## src/rtl/ddr_init_pkg.sv

```systemverilog
package ddr_init_pkg;

  // Sequence steps in issue order
  typedef enum logic [3:0] {
    ST_PWR,     // hold clock enable low
    ST_CKE,     // raise clock enable with a NOP
    ST_PRE_A,   // first precharge-all
    ST_EMR,     // extended mode load (DLL enable)
    ST_MR_DLL,  // mode load with DLL reset
    ST_PRE_B,   // second precharge-all
    ST_REF_A,   // first auto refresh
    ST_REF_B,   // second auto refresh
    ST_MR_RUN,  // mode load, DLL reset cleared
    ST_WAIT,    // wait for DLL lock count
    ST_DONE
  } step_e;

  // {cs_n, ras_n, cas_n, we_n}
  typedef enum logic [3:0] {
    CMD_LMR = 4'b0000,
    CMD_REF = 4'b0001,
    CMD_PRE = 4'b0010,
    CMD_NOP = 4'b0111
  } cmd_e;

  function automatic step_e step_after(step_e s);
    case (s)
      ST_PWR:    return ST_CKE;
      ST_CKE:    return ST_PRE_A;
      ST_PRE_A:  return ST_EMR;
      ST_EMR:    return ST_MR_DLL;
      ST_MR_DLL: return ST_PRE_B;
      ST_PRE_B:  return ST_REF_A;
      ST_REF_A:  return ST_REF_B;
      ST_REF_B:  return ST_MR_RUN;
      ST_MR_RUN: return ST_WAIT;
      default:   return ST_DONE;
    endcase
  endfunction

endpackage

```

## src/rtl/ddr_init_timer.sv

```systemverilog
module ddr_init_timer #(
  parameter int W = 8
) (
  input  logic         clk,
  input  logic         rst,
  input  logic         load,
  input  logic [W-1:0] load_val,
  output logic         zero
);
  logic [W-1:0] cnt;

  always_ff @(posedge clk) begin
    if (rst)               cnt <= '0;
    else if (load)         cnt <= load_val;
    else if (cnt != '0)    cnt <= cnt - W'(1);
  end

  assign zero = (cnt == '0);

  // an idle timer never wraps into a new wait on its own
  a_r9_no_wrap: assert property (@(posedge clk) disable iff (rst)
    (zero && !load) |=> zero);

endmodule

```

## src/rtl/ddr_init_cmd_gen.sv

```systemverilog
module ddr_init_cmd_gen
  import ddr_init_pkg::*;
#(
  parameter int ROW_W    = 12,
  parameter int BA_W     = 2,
  parameter int MODE_W   = 7,
  parameter int GAP_W    = 16,
  parameter int T_PWR    = 25000,
  parameter int T_RP     = 3,
  parameter int T_MRD    = 2,
  parameter int T_RFC    = 10,
  parameter int DLL_BIT  = 8,
  parameter int ALL_BIT  = 10
) (
  input  step_e              step,
  input  logic [MODE_W-1:0]  mode_bits,
  input  logic [ROW_W-1:0]   ext_mode,
  output cmd_e               cmd,
  output logic               cke_val,
  output logic [BA_W-1:0]    ba,
  output logic [ROW_W-1:0]   addr,
  output logic [GAP_W-1:0]   gap
);
  always_comb begin
    cmd     = CMD_NOP;
    cke_val = 1'b1;
    ba      = '0;
    addr    = '0;
    gap     = GAP_W'(1);
    case (step)
      ST_PWR: begin
        cke_val = 1'b0;
        gap     = GAP_W'(T_PWR);
      end
      ST_PRE_A, ST_PRE_B: begin
        cmd           = CMD_PRE;
        addr[ALL_BIT] = 1'b1;
        gap           = GAP_W'(T_RP);
      end
      ST_EMR: begin
        cmd  = CMD_LMR;
        ba   = BA_W'(1);
        addr = ext_mode;
        gap  = GAP_W'(T_MRD);
      end
      ST_MR_DLL: begin
        cmd                = CMD_LMR;
        addr[MODE_W-1:0]   = mode_bits;
        addr[DLL_BIT]      = 1'b1;
        gap                = GAP_W'(T_MRD);
      end
      ST_REF_A, ST_REF_B: begin
        cmd = CMD_REF;
        gap = GAP_W'(T_RFC);
      end
      ST_MR_RUN: begin
        cmd              = CMD_LMR;
        addr[MODE_W-1:0] = mode_bits;
        gap              = GAP_W'(T_MRD);
      end
      default: ;
    endcase
  end
endmodule

```

## src/rtl/ddr_init_seq.sv

```systemverilog
module ddr_init_seq
  import ddr_init_pkg::*;
#(
  parameter int ROW_W  = 12,
  parameter int BA_W   = 2,
  parameter int MODE_W = 7,
  parameter int T_PWR  = 25000,
  parameter int T_RP   = 3,
  parameter int T_MRD  = 2,
  parameter int T_RFC  = 10,
  parameter int T_DLL  = 200
) (
  input  logic              clk,
  input  logic              rst,
  input  logic [MODE_W-1:0] mode_bits,
  input  logic [ROW_W-1:0]  ext_mode,
  output logic              cke,
  output logic              cs_n,
  output logic              ras_n,
  output logic              cas_n,
  output logic              we_n,
  output logic [BA_W-1:0]   ba,
  output logic [ROW_W-1:0]  addr,
  output logic              init_done
);
  localparam int DLL_BIT = 8;
  localparam int ALL_BIT = 10;
  localparam int GAP_MAX = (T_PWR > T_RFC) ?
                           ((T_PWR > T_RP) ? ((T_PWR > T_MRD) ? T_PWR : T_MRD) : T_RP) :
                           ((T_RFC > T_RP) ? ((T_RFC > T_MRD) ? T_RFC : T_MRD) : T_RP);
  localparam int GAP_W   = $clog2(GAP_MAX + 1);
  localparam int DLL_W   = $clog2(T_DLL + 1);

  step_e              step;
  cmd_e               cmd_q;
  logic               cke_q;
  logic [BA_W-1:0]    ba_q;
  logic [ROW_W-1:0]   addr_q;
  logic               done_q;

  cmd_e               g_cmd;
  logic               g_cke;
  logic [BA_W-1:0]    g_ba;
  logic [ROW_W-1:0]   g_addr;
  logic [GAP_W-1:0]   g_gap;

  logic               gap_zero;
  logic               dll_zero;
  logic               issue;

  ddr_init_cmd_gen #(
    .ROW_W(ROW_W), .BA_W(BA_W), .MODE_W(MODE_W), .GAP_W(GAP_W),
    .T_PWR(T_PWR), .T_RP(T_RP), .T_MRD(T_MRD), .T_RFC(T_RFC),
    .DLL_BIT(DLL_BIT), .ALL_BIT(ALL_BIT)
  ) u_gen (
    .step(step), .mode_bits(mode_bits), .ext_mode(ext_mode),
    .cmd(g_cmd), .cke_val(g_cke), .ba(g_ba), .addr(g_addr), .gap(g_gap)
  );

  assign issue = gap_zero && (step != ST_WAIT) && (step != ST_DONE);

  ddr_init_timer #(.W(GAP_W)) u_gap (
    .clk(clk), .rst(rst), .load(issue),
    .load_val(g_gap - GAP_W'(1)), .zero(gap_zero)
  );

  ddr_init_timer #(.W(DLL_W)) u_dll (
    .clk(clk), .rst(rst), .load(issue && (step == ST_MR_DLL)),
    .load_val(DLL_W'(T_DLL)), .zero(dll_zero)
  );

  always_ff @(posedge clk) begin
    if (rst) begin
      step   <= ST_PWR;
      cmd_q  <= CMD_NOP;
      cke_q  <= 1'b0;
      ba_q   <= '0;
      addr_q <= '0;
      done_q <= 1'b0;
    end else begin
      cmd_q  <= CMD_NOP;
      ba_q   <= '0;
      addr_q <= '0;
      if (issue) begin
        cmd_q  <= g_cmd;
        cke_q  <= g_cke;
        ba_q   <= g_ba;
        addr_q <= g_addr;
        step   <= step_after(step);
      end else if (step == ST_WAIT && gap_zero && dll_zero) begin
        done_q <= 1'b1;
        step   <= ST_DONE;
      end
    end
  end

  assign cke       = cke_q;
  assign {cs_n, ras_n, cas_n, we_n} = cmd_q;
  assign ba        = ba_q;
  assign addr      = addr_q;
  assign init_done = done_q;

  // Age of the DLL-reset load as seen on the bus (checker counter)
  logic             dll_seen;
  logic [DLL_W:0]   dll_age;
  always_ff @(posedge clk) begin
    if (rst) begin
      dll_seen <= 1'b0;
      dll_age  <= '0;
    end else if (cmd_q == CMD_LMR && ba_q == '0 && addr_q[DLL_BIT]) begin
      dll_seen <= 1'b1;
      dll_age  <= (DLL_W+1)'(1);
    end else if (dll_seen && dll_age <= (DLL_W+1)'(T_DLL)) begin
      dll_age  <= dll_age + (DLL_W+1)'(1);
    end
  end

  // with clock enable low only NOP appears
  a_r2_cke_low_nop: assert property (@(posedge clk) disable iff (rst)
    !cke |-> (cmd_q == CMD_NOP));
  // while a wait runs the next bus cycle is a NOP
  a_r9_gap_nop: assert property (@(posedge clk) disable iff (rst)
    !gap_zero |=> (cmd_q == CMD_NOP));
  // a precharge is always the all-banks form
  a_r6_pre_all: assert property (@(posedge clk) disable iff (rst)
    (cmd_q == CMD_PRE) |-> addr_q[ALL_BIT]);
  // completion only after the DLL lock count
  a_r10_dll_lock: assert property (@(posedge clk) disable iff (rst)
    init_done |-> (dll_seen && dll_age > (DLL_W+1)'(T_DLL)));
  // completion is sticky with a quiet, enabled bus
  a_r11_done_sticky: assert property (@(posedge clk) disable iff (rst)
    init_done |=> init_done);
  a_r11_done_quiet: assert property (@(posedge clk) disable iff (rst)
    init_done |-> (cke && cmd_q == CMD_NOP));
  // clock enable never drops once raised
  a_r3_cke_hold: assert property (@(posedge clk) disable iff (rst)
    cke |=> cke);

endmodule

```

## config.mk

```make
export PLATFORM = sky130hd
export DESIGN_NAME = ddr_init_seq
export DESIGN_NICKNAME = d
export VERILOG_FILES = /design/src/rtl/ddr_init_pkg.sv /design/src/rtl/ddr_init_timer.sv /design/src/rtl/ddr_init_cmd_gen.sv /design/src/rtl/ddr_init_seq.sv
export SDC_FILE = /design/constraint.sdc
export NUM_CORES = 1
export LEC_CHECK = 0
export ABC_AREA = 1
export CAP_MARGIN = 15
export CORE_ASPECT_RATIO = 0.8
export CORE_UTILIZATION = 35
export DETAILED_ROUTE_END_ITERATION = 8
export PLACE_DENSITY = 0.55
export SLEW_MARGIN = 15
export SYNTH_ARGS = -nofsm -noshare
export SYNTH_HDL_FRONTEND = slang
export SYNTH_SLANG_ARGS = --single-unit
```

## constraint.sdc

```tcl
create_clock -name clk -period 4.2 [get_ports clk]
set_clock_uncertainty 0.05 [all_clocks]
set_input_delay 1.26 -clock clk [delete_from_list [all_inputs] [get_ports clk]]
set_output_delay 1.26 -clock clk [all_outputs]
set_load 0.01 [all_outputs]
```

==> results of run 1 <==
report_power, final:
| part | leakage, uW | switching [uW] | internal, uW |
|---|---|---|---|
| registers | 0.000400 | 86.5 | 580 |
| clock network | 0.0000574 | 164 | 194 |
| logic | 0.000972 | 719 | 397 |
registers in the layout (all words and copies together) (netlist names), named ones only:
register,count
addr,12
ba,1
cke,1
cmd_q,3
init_done,1
step,4
u_dll.cnt,8
u_gap.cnt,15
cells in the final DEF, fill, tap and decap left out, drive strengths merged:
cell,netlist,layout
nand3,33,33
o211ai,2,2
ha,6,6
bufinv,0,1
nor2,57,57
nor3,11,11
nand4,2,2
a31oi,1,1
o21ai,11,11
xor2,6,6
a21boi,1,1
nand3b,1,1
a22o,1,1
conb,1,2
nand2,84,84
inv,56,56
a21oi,9,9
xnor2,1,1
a211oi,1,1
or2,1,1
clkinv,1,1
clkinvlp,0,1
buf,3,1
dfxtp,49,49
clkdlybuf4s50,0,38
clkbuf,1,6
worst reg2reg max path: cells and delay by family, from the launching register on:
family	cells	cell delay [ns]
simple gates	8	1.16
fa+ha+maj	1	0.19
compound gates	1	0.16
buf+inv	2	0.15
flops	1	0.36
routing by layer:
metal  vias to the layer above  share of wire (%)  global-route usage (%)
met5                         -                  0                       0
met1                       909                 54                    21.9
li1                       1134                  -                       -
met3                         5                3.9                    3.39
met2                        30                 41                    21.9
met4                         0               0.73                    3.18
worst max-delay path by stage:
| stage | slack (ns) | startpoint | cells after the start | end |
|---|---|---|---|---|
| after floorplan | 1.99 | rst | 6 | flop |
| after global placement | 1.11 | rst | 8 | flop |
| after detailed placement | 1.04 | rst | 8 | flop |
| after CTS | 1.37 | rst | 8 | flop |
| after global routing | 1.18 | rst | 8 | flop |
| final | 1.38 | rst | 8 | flop |
cell usage after synthesis, types with 3 or more instances:
cell / number / share of area [%]
nand2_1: 77 / 12
dfxtp_1: 49 / 40
inv_1: 47 / 7.3
nor2_1: 45 / 7.0
nand3_1: 30 / 6.2
nor3_1: 10 / 2.1
a21oi_1: 9 / 1.9
o21ai_0: 8 / 1.7
nor2_2: 7 / 1.8
ha_1: 6 / 3.1
inv_2: 6 / 0.93
nand2_2: 6 / 1.5
xor2_1: 6 / 2.2
inv_4: 3 / 0.77
nand3_2: 3 / 1.2
nor2_8: 3 / 2.5
o21ai_1: 3 / 0.62
logic make-up after synthesis:
kind of cell,Yosys count
DFF,49
other,1
AOI/OAI and AO/OA,26
xor gates and xnor gates,7
buffers and inverters,61
and+or+nand+nor,189
adders and majority gates,6
metrics by stage:
stage	util (%)	setup slack, ns
after global routing	46.0	1.18
final	46.0	1.38
after CTS	46.0	1.37
after global placement	44.2	1.11
after detailed placement	44.2	1.04
after floorplan	-	1.99
cell type report:
class	count	area share, %
clock buffer	6	2.74
clock inverter	2	1.25
inverter	57	7.36
multi-input combinational	230	39.7
sequential	49	32.6
tap	84	3.49
timing repair buffer	39	12.9
==> results.toml, run 1 <==
[clocking]
clkLatencyLatePin_ns = 0.30
cts_made_buffers = 5
cts_tree = "built"
cts_max_path_buffers = 2
cts.sinks = 49
post_cts_resized = 0
htree_num_levels = 2
clock-root-buffer = "clkbuf_8"
cts_setup_buffers = 0
cts.clk_slew.worst_paths_ns = 0.09
postCtsHoldBufs = 0

[yosys]
ys.flop_type = "dfxtp_1"
yosys.area_share.simple_pct = 37.4
ys_types = 34
synth_xor_area_share_pct = 2.53
ys_warn_count = 0
yosys.area_share.adder_pct = 3.10
synth-async-reset-ratio_pct = 0
syn_area_per_cell_um2 = 7.15
synth_top_family_by_area = "simple AND/OR/NAND/NOR gates"
ys_seq_area_share_pct = 40.5
synth-seq-cells = 49
synth_edf_count = 0
synth_mux_area_share_pct = 0
synth_area_mm2 = 0.00242
synthCells = 339
synth-compound-area-share_pct = 5.99

[timing]
min_period_ns = 2.82
setup_viol = 0
fin_crit_sh_pct = 67.2
hold_slack_ns = 0.436
maxSlewViolCount = 0
rsz0062_at_grt = "false"
setup-tns-final_ns = 0
timing.slew.headroom_pct = 66.7
fmax_ghz = 0.354
final-hold-violation-count = 0
worst_slew_pin_slew_ns = 0.498

[cells_and_area]
fin_nets = 409
multi_input_area_mm2 = 0.00119
antenna_cells = 0
drive_gt1_share_pct = 11.0
design_area_mm2 = 0.00301
fillers = 668
regArea_um2 = 981
finalNonFillerCells = 467
synthToLayoutAreaGrowth_pct = 24.2

[global_routing]
grt_pass1_vias = 1869
grt_pass1_wl_um = 8600
grt-ovfl-total = 0
grt_max_degree = 16
antenna_found_initial = 0
track_usage_pct = 14.9

[route]
ant_nets = 0
num_vias = 2078
drt-initial-drc-count = 114
firstDrtPassIters = 4
vias_per_cell = 4.45
wire_per_inst_um = 10.9
drcViolationCount = 0
drt-total-wl_um = 5080

[placement]
place_area_mm2 = 0.00289
dp_cells = 459
portBuffers = 38
post-dp-hpwl_um = 3970
routabilityCongestion = 0.763

[worst_setup_path]
r2r_setup_slack_ns = 2.04
critical_path.slowest_cell = "clkdlybuf4s50_1"
path_class = "primary input to flop"
critPathArrivalTime_ns = 2.96
cpPeakStageDelay_ns = 0.45
end_kind = "flop"
path_cells = "clkdlybuf4s50_1 -> buf_4 -> clkinv_1 -> nand3_1 -> inv_1 -> ha_1 -> o21ai_0 -> nor2_1"
cp.required_ns = 4.34
cp-start-kind = "primary input"
r2r_start = "u_gap.cnt[9]"
path_max_fanout = 13
critPathBufInv = 4
rr_worst_depth = 12
crit_family = "buffers and inverters"

[run_status]
status = "completed"

[min_path]
min_from = "init_done"
hold_class = "flop to flop"
hold_path_depth = 2
worstHoldEndpoint = "init_done"

[power_and_ir_drop]
p_per_area_mw_per_mm2 = 711
vdd_drop_max_mv = 0.266
leakage_uw = 0.00143
design_power_total_uw = 2140

[die]
start_util_pct = 37.1
io-pin-count = 41
coreArea_mm2 = 0.00654
die_y_um = 76.4
die_width_um = 95.0
die-area_mm2 = 0.00726
rows = 26

[flow_run]
drv_cap = 0
Note: power is estimated with default switching activity, not from simulation.
==> run 2: changes to the inputs <==
Clock period 4.2 ns to 2.8 ns, I/O delays scaled along.
==> run 2 against run 1 <==
  * Core utilization is 0.13 points lower
  * Sequential cell count unchanged
  * Worst setup slack worse by 0.79 ns
  * Non-clock buffer count up 1
  * Largest power group unchanged
==> results.toml, run 2 (synthesized netlist as in run 1, its figures left out) <==
[die]
rows = 26
coreArea_mm2 = 0.00654
io-pin-count = 41
die-area_mm2 = 0.00726
die_y_um = 76.4
start_util_pct = 37.1
die_width_um = 95.0

[global_routing]
antenna_found_initial = 0
grt-ovfl-total = 0
track_usage_pct = 15.2
grt_pass1_wl_um = 8780
grt_max_degree = 15
grt_pass1_vias = 1933

[cells_and_area]
final_util_pct = 45.9
layout_common_cells = "nand2_1 (77), dfxtp_1 (49), inv_1 (47), nor2_1 (45), clkdlybuf4s50_1 (38)"
antenna_cells = 0
final_common_cell = "nand2_1"
synthToLayoutAreaGrowth_pct = 23.9
largest_reg_flops = 15
largest-register = "u_gap.cnt"
drive_gt1_share_pct = 11.0
fin_nets = 410

[timing]
fin_crit_sh_pct = 79.1
setup_viol = 0
maxSlewViolCount = 0
final-hold-violation-count = 0
setup-tns-final_ns = 0
rsz0062_at_grt = "false"
min_period_ns = 2.21
fmax_ghz = 0.452

[route]
firstDrtPassIters = 4
vias_per_cell = 4.43
ant_nets = 0
num_vias = 2069
wl_met1_um = 2760
drt-initial-drc-count = 105
met2_length_um = 2110
wire_per_inst_um = 10.9
wl_met3_um = 189
top_layer_used = "met4"
drt-total-wl_um = 5090
drcViolationCount = 0

[clocking]
cts.clk_slew.worst_paths_ns = 0.09
cts_max_path_buffers = 2
cts_made_buffers = 5
clock-root-buffer = "clkbuf_8"
cts_setup_buffers = 0
post_cts_resized = 0
htree_num_levels = 2
clkLatencyLatePin_ns = 0.30
postCtsHoldBufs = 0
cts_tree = "built"
cts.sinks = 49

[worst_setup_path]
crit_start = "u_dll.cnt[0]"
cp.required_ns = 2.94
critPathBufInv = 3
critPathArrivalTime_ns = 2.35
path_max_fanout = 4
rr_worst_depth = 13
path_cells = "inv_1 -> ha_1 -> nand2_1 -> nor2_1 -> inv_1 -> nor3_1 -> nor2_1 -> nand2_1 -> nand3_1 -> inv_1 -> ha_1 -> a21boi_0 -> nor2_1"
end_kind = "flop"
cp-start-kind = "flop"
r2r_setup_slack_ns = 0.59
cpPeakStageDelay_ns = 0.34
critical_path.slowest_cell = "dfxtp_1"
cp.depth = 13
crit_family = "simple AND/OR/NAND/NOR gates"
path_class = "flop to flop"
r2r_start = "u_dll.cnt[0]"

[power_and_ir_drop]
p_per_area_mw_per_mm2 = 1060
leakage_uw = 0.00143
vdd_drop_max_mv = 0.453

[placement]
portBuffers = 38
post-dp-hpwl_um = 4020
routabilityCongestion = 0.813

[min_path]
hold_class = "flop to flop"

[flow_run]
drv_cap = 0

[run_status]
status = "completed"
[run 2: tightest hold or removal path, cell delays in order (launching register included)]
cell	delay [ns]
dfxtp_1	0.32
nand2_1	0.07
nand2_1	0.06
[run 2: layout make-up]
class                           count  area, um^2
Clock buffer                        5        68.8
Clock inverter                      2        35.0
Fill cell                         676        3540
Inverter                           57         221
Multi-Input combinational cell    230        1190
Sequential cell                    49         981
Tap cell                           84         105
Timing Repair Buffer               40         395
[run 2: worst min-delay path by stage]
stage,start,endpoint,slack [ns],cells past startpoint
floorplan,flop,step[0],0.37,2
global placement,init_done,init_done,0.41,2
detailed placement,flop,step[0],0.41,2
CTS,flop,step[0],0.43,2
global route,cke,cke,0.45,2
finish,flop,step[0],0.42,2
[run 2: metal layers]
| metal | up-vias | global-route usage [%] |
|---|---|---|
| li1 | 1137 | - |
| met5 | - | 0 |
| met4 | 0 | 3.18 |
| met1 | 897 | 22.0 |
| met3 | 2 | 3.39 |
| met2 | 33 | 22.9 |
[run 2: through the flow]
stage          cell area (um^2)  cells  setup WS, ns  hold slack [ns]  power [uW]
5_1_grt                    3000    467         0.316            0.451        3510
6_report                   3000    467         0.586            0.425        3180
2_1_floorplan              2430    340         0.857            0.372        2360
3_5_place_dp               2900    460         0.295            0.409        2690
4_1_cts                    3000    467         0.551            0.432        3200
3_3_place_gp               2900    460         0.326            0.412        2680
[run 2: power by group]
group          total, uW  internal, uW  switching, uW  leakage (uW)
clock network        490           260            230     0.0000540
logic               1700           599           1100      0.000977
registers            996           870            126      0.000400
